[config.mk]
export PLATFORM = sky130hd
export DESIGN_NAME = surv_traceback
export DESIGN_NICKNAME = d
export VERILOG_FILES = /design/src/rtl/surv_tb_pkg.sv /design/src/rtl/surv_traceback.sv
export SDC_FILE = /design/constraint.sdc
export NUM_CORES = 1
export LEC_CHECK = 0
export ABC_AREA = 1
export BUFFER_PORTS_ARGS = -buffer_cell sky130_fd_sc_hd__buf_4
export CELL_PAD_IN_SITES_DETAIL_PLACEMENT = 1
export CELL_PAD_IN_SITES_GLOBAL_PLACEMENT = 2
export CORE_MARGIN = 8
export CORE_UTILIZATION = 26
export CTS_CLUSTER_SIZE = 30
export DETAILED_ROUTE_END_ITERATION = 10
export PLACE_DENSITY = 0.8
export RECOVER_POWER = 100
export SLEW_MARGIN = 20
export SYNTH_ARGS = -nofsm -noshare
export SYNTH_HDL_FRONTEND = slang
export SYNTH_SLANG_ARGS = --single-unit
[constraint.sdc]
create_clock -name clk -period 1.6 [get_ports clk]
set_clock_uncertainty 0.15 [all_clocks]
set_input_delay 0.32 -clock clk [delete_from_list [all_inputs] [get_ports clk]]
set_output_delay 0.32 -clock clk [all_outputs]
set_load 0.02 [all_outputs]
[src/rtl/surv_tb_pkg.sv]
package surv_tb_pkg;
   typedef enum logic {
      TB_IDLE = 1'b0,
      TB_RUN  = 1'b1
   } tb_phase_e;
endpackage

[src/rtl/surv_traceback.sv]
module surv_traceback
   import surv_tb_pkg::*;
#(
   parameter int NUM_STATES = 4,
   parameter int TB_LEN     = 32,
   parameter int SW         = $clog2(NUM_STATES),
   parameter int ADDR_W     = $clog2(2 * TB_LEN)
) (
   input  logic                  clk,
   input  logic                  rst_n,
   input  logic                  step,
   input  logic                  half_done,
   input  logic [SW-1:0]         start_state,
   input  logic [NUM_STATES-1:0] rd_data,
   output logic                  oe,
   output logic [ADDR_W-1:0]     rd_addr,
   output logic                  bit_out,
   output logic                  valid_out
);
   tb_phase_e     phase;
   logic [SW-1:0] cur_state;
   logic [SW-1:0] succ_state;
   logic          dec_bit;

   assign oe      = (phase == TB_RUN) && step;
   assign dec_bit = rd_data[cur_state];

   if (SW == 1) begin : g_succ_one
      assign succ_state = dec_bit;
   end else begin : g_succ_wide
      assign succ_state = {dec_bit, cur_state[SW-1:1]};
   end

   always_ff @(posedge clk or negedge rst_n) begin
      if (!rst_n) begin
         phase     <= TB_IDLE;
         cur_state <= '0;
      end else if (half_done) begin
         phase     <= TB_RUN;
         cur_state <= start_state;
      end else if (oe) begin
         cur_state <= succ_state;
      end
   end

   // wrapping decrement moves from the bottom of one half to the top of the other
   always_ff @(posedge clk or negedge rst_n) begin
      if (!rst_n)
         rd_addr <= ADDR_W'(TB_LEN - 1);
      else if (oe)
         rd_addr <= rd_addr - 1'b1;
   end

   always_ff @(posedge clk or negedge rst_n) begin
      if (!rst_n) begin
         bit_out   <= 1'b0;
         valid_out <= 1'b0;
      end else begin
         valid_out <= oe;
         if (oe)
            bit_out <= cur_state[SW-1];
      end
   end
endmodule

[Word level (Yosys, flattened, before mapping)]
Index checks and enable logic that the tools add are counted.
Widths: inputs -> output; s select.
Storage, ports and cells
  register bits: 11
  input bits: 10
  output and inout bits: 9
  logic and storage cells: 13
Operators by class
  $add $sub $neg: 1
  $lt $le $gt $ge: 1
  multiplexer cells: 4
  reductions and logical operators: 2
Operators by type and width (number)
  $sub 6x1->6 const B: 1
  $mux 2: 2
  $lt 2x3->1 const B: 1
  $bmux 1 s2: 1
  $reduce_bool 2->1: 1
  $logic_and 1x1->1: 1
  $mux 1: 1

[Logic depth before layout (Yosys ltp)]
  depth after elaboration: 4
  depth in mapped cells: 7
  depth with buffers taken out: 7

[Worst setup path after synthesis]
No wires, ideal clock.
  path type: register to register
  from: reg rd_addr[0]
  to: reg rd_addr[2]
  setup time: 83 ps
  arrival time: 1107 ps
  data required time: 1367 ps
  setup slack: 259 ps
  stages on the path, launching flop included: 6
  path buffers: 0
  clock period less this slack: 1341 ps
  cell sequence: dfstp_2 -> inv_1 -> ha_1 -> inv_1 -> nor2_4 -> xor2_1
On the way
  cells in the longest elaborated chain, start to end: 1
RTL lines
  start: declaration: line surv_traceback.sv:16  | output logic [ADDR_W-1:0] rd_addr,
  start signal: assignment: line surv_traceback.sv:49  | rd_addr <= ADDR_W'(TB_LEN - 1);
  start signal: assignment: line surv_traceback.sv:51  | rd_addr <= rd_addr - 1'b1;
  $sub 6x1->6: line surv_traceback.sv:51
Every way passes these cells.
A chain may end at the register's enable or synchronous reset.

[Worst setup path after layout]
  from: reg rd_addr[2]
  to: out rd_addr[2]
No word-level cell between the ends.

==> metrics.txt <==
num rows=16; overall routing resource usage=under 10%; Synth Instances=61; RSZ-0062 raised after global routing=no; Post-Synthesis Cell Area=546.8 um2; WL/cell=about 12 um; clk sinks=11; syn_area_per_cell=8.964 um2; CTS tree=built; startpoint types=register; final net count=97; vias per std cell=approximately 4.3; I/O pins=19; R2R depth=6; detailed placer's ending HPWL=approximately 1100 um; worst slew pin tran=~630 ps; # DRC=0; pwr dens=roughly 1400 mW/mm2; chip height=a little over 60 um; peak supply drop=0.5242 mV; critical path's top delay family=flip-flops; first-pass GRT wire length=roughly 2300 um; count of different cell masters after synthesis=19; status=finished, final reports clean; Max Cap Viol=0; Yosys reg bits=11; RR Startpoint=phase; ant diodes=0; First DRT Iteration DRCs=7; Worst-Skew Late Latency=about 260 ps; final hold violation count=0; Leakage=about 0.00036 uW; endpoints failing setup=0; setup tns final=0 ps; Hold Path Class=in -> reg; total wire length=around 1400 um; Reg clk slew, reported paths=70 ps; hold_ws=122.0 ps; fillers=240; Tcrit/Tclk final=between 90% and 100%; post-route ant nets=0; P&R area growth vs syn=32.72%; die area=~0.0038 mm2; most common cell after layout, fill and taps aside=nand2_1; final slew viol count=0; IO Port Bufs=18; CP Capture Type=output port; Worst Path Arrival=about 1000 ps; Max stage delay on crit path=~570 ps; Core ar.=0.001982 mm2; worst setup path startpoint=rd_addr[2]; Fmax achieved=around 670 MHz; Initial Util=between 20 and 30%; Syn Nets=72; vias in the first global route=slightly above 500; sequential share of the synthesized area=51.49%; CTS Buf Count=3; Critical Path Sink=rd_addr[2]; CP Data Required Time=1130 ps; Reg2Reg Setup Slack=roughly 240 ps; slew margin rel.=roughly three fifths; HP Start=start_state[1]; initial antenna violation count=0; layout cells sized above 1=around 28%; Die X=61.86 um; DR pass1 iterations=2; Remaining Overflow, GRT=0; final core occ=a little over a third; RD Place Congestion=about 0.7; most frequent cells in the layout=nand2_1, buf_4, inv_1; Via Count=about 480; reg2reg end=rd_addr[4]; critical path class=reg -> out; CP bufs+invs=1; largest net degree at the start of global routing=12; Max Buffers Root-to-Sink=2; CP Max Fanout=4; Tmin final=about 1500 ps; critical path depth=1; Yosys warnings=0; H-Tree Depth=1; Crit-path slowest cell=dfstp_1; worst-path cell chain=clkbuf_2; root buffer cell=clkbuf_4
## metal layers
metal	vias up	wire (um)	GRT usage (%)
met1	222	602	9.178
met2	15	690	13.29
met5	-	0	0
li1	242	-	-
met3	0	90	4.115
met4	0	0	0.9740
## state kept, by name, indices dropped and copies added (netlist names)
name,flops
phase,1
cur_state,2
bit_out,1
valid_out,1
rd_addr,6
## how the worst min path moves through the flow
stage / endpoint / slack (ps) / cells past startpoint
final: cur_state[1] / 120 / 3
after global routing: cur_state[0] / 130 / 3
after CTS: cur_state[0] / 120 / 3
after detailed placement: rd_addr[5] / 20 / 1
after global placement: rd_addr[5] / 10 / 1
after floorplan: bit_out / -130 / 0
## through the flow
| stage | std cells | worst slack, ps | instance area (um2) | total power [uW] |
|---|---|---|---|---|
| 6_report | 112 | 101.9 | 725.7 | 1030 |
| 5_1_grt | 112 | 40.97 | 725.7 | 1119 |
| 4_1_cts | 112 | 67.13 | 759.5 | 1108 |
| 3_5_place_dp | 106 | 281.2 | 715.7 | 905.1 |
| 3_3_place_gp | 106 | 285.6 | 715.7 | 899.0 |
| 2_1_floorplan | 61 | 259.2 | 546.8 | 714.7 |
## power by group
part	leakage [uW]	internal (uW)	switching [uW]
combinational	0.000224	147	248
clock	0.0000150	96.4	93.7
sequential	0.000120	377	68.1
## cell usage after synthesis (all sizes together)
cell type | n | area [um2]
nand3b | 1 | 7.510
nand2 | 20 | 85.08
inv | 8 | 30.03
dfrtp | 6 | 150.1
o21ai | 1 | 5.000
nor2 | 6 | 35.03
clkinv | 1 | 5.000
nand4 | 3 | 18.77
dfstp | 5 | 131.4
or2 | 1 | 6.260
xor2 | 2 | 17.52
ha | 1 | 12.51
o211ai | 1 | 12.51
nand3 | 5 | 30.03
## cells by family (layout without fill, tap and decap cells)
logic type      count (synthesis)  in the layout  synth area share [%]
compound gates                  2              2                 3.202
fa+ha+maj                       1              1                 2.288
flops                          11             11                 51.49
buf+inv                         9             33                 6.407
simple gates                   36             36                 33.41
xor+xnor                        2              2                 3.204
## layout make-up
cell class | instances | area, um2 | share of cell area [%]
Timing Repair Buffer | 20 | 128.9 | 17.76
Tap cell | 27 | 33.78 | 4.655
Multi-Input combinational cell | 41 | 220.2 | 30.34
Inverter | 9 | 35.03 | 4.828
Sequential cell | 11 | 281.5 | 38.79
Clock buffer | 4 | 26.28 | 3.621
## what timing repair did
item	in CTS	in global routing
endpoints found under the setup margin	1	0
hold buffers	1	0
endpoints found under the hold margin	11	0
buffers inserted	1	0
gates resized for setup	0	0
No activity file was read; power rests on OpenSTA's default activity.
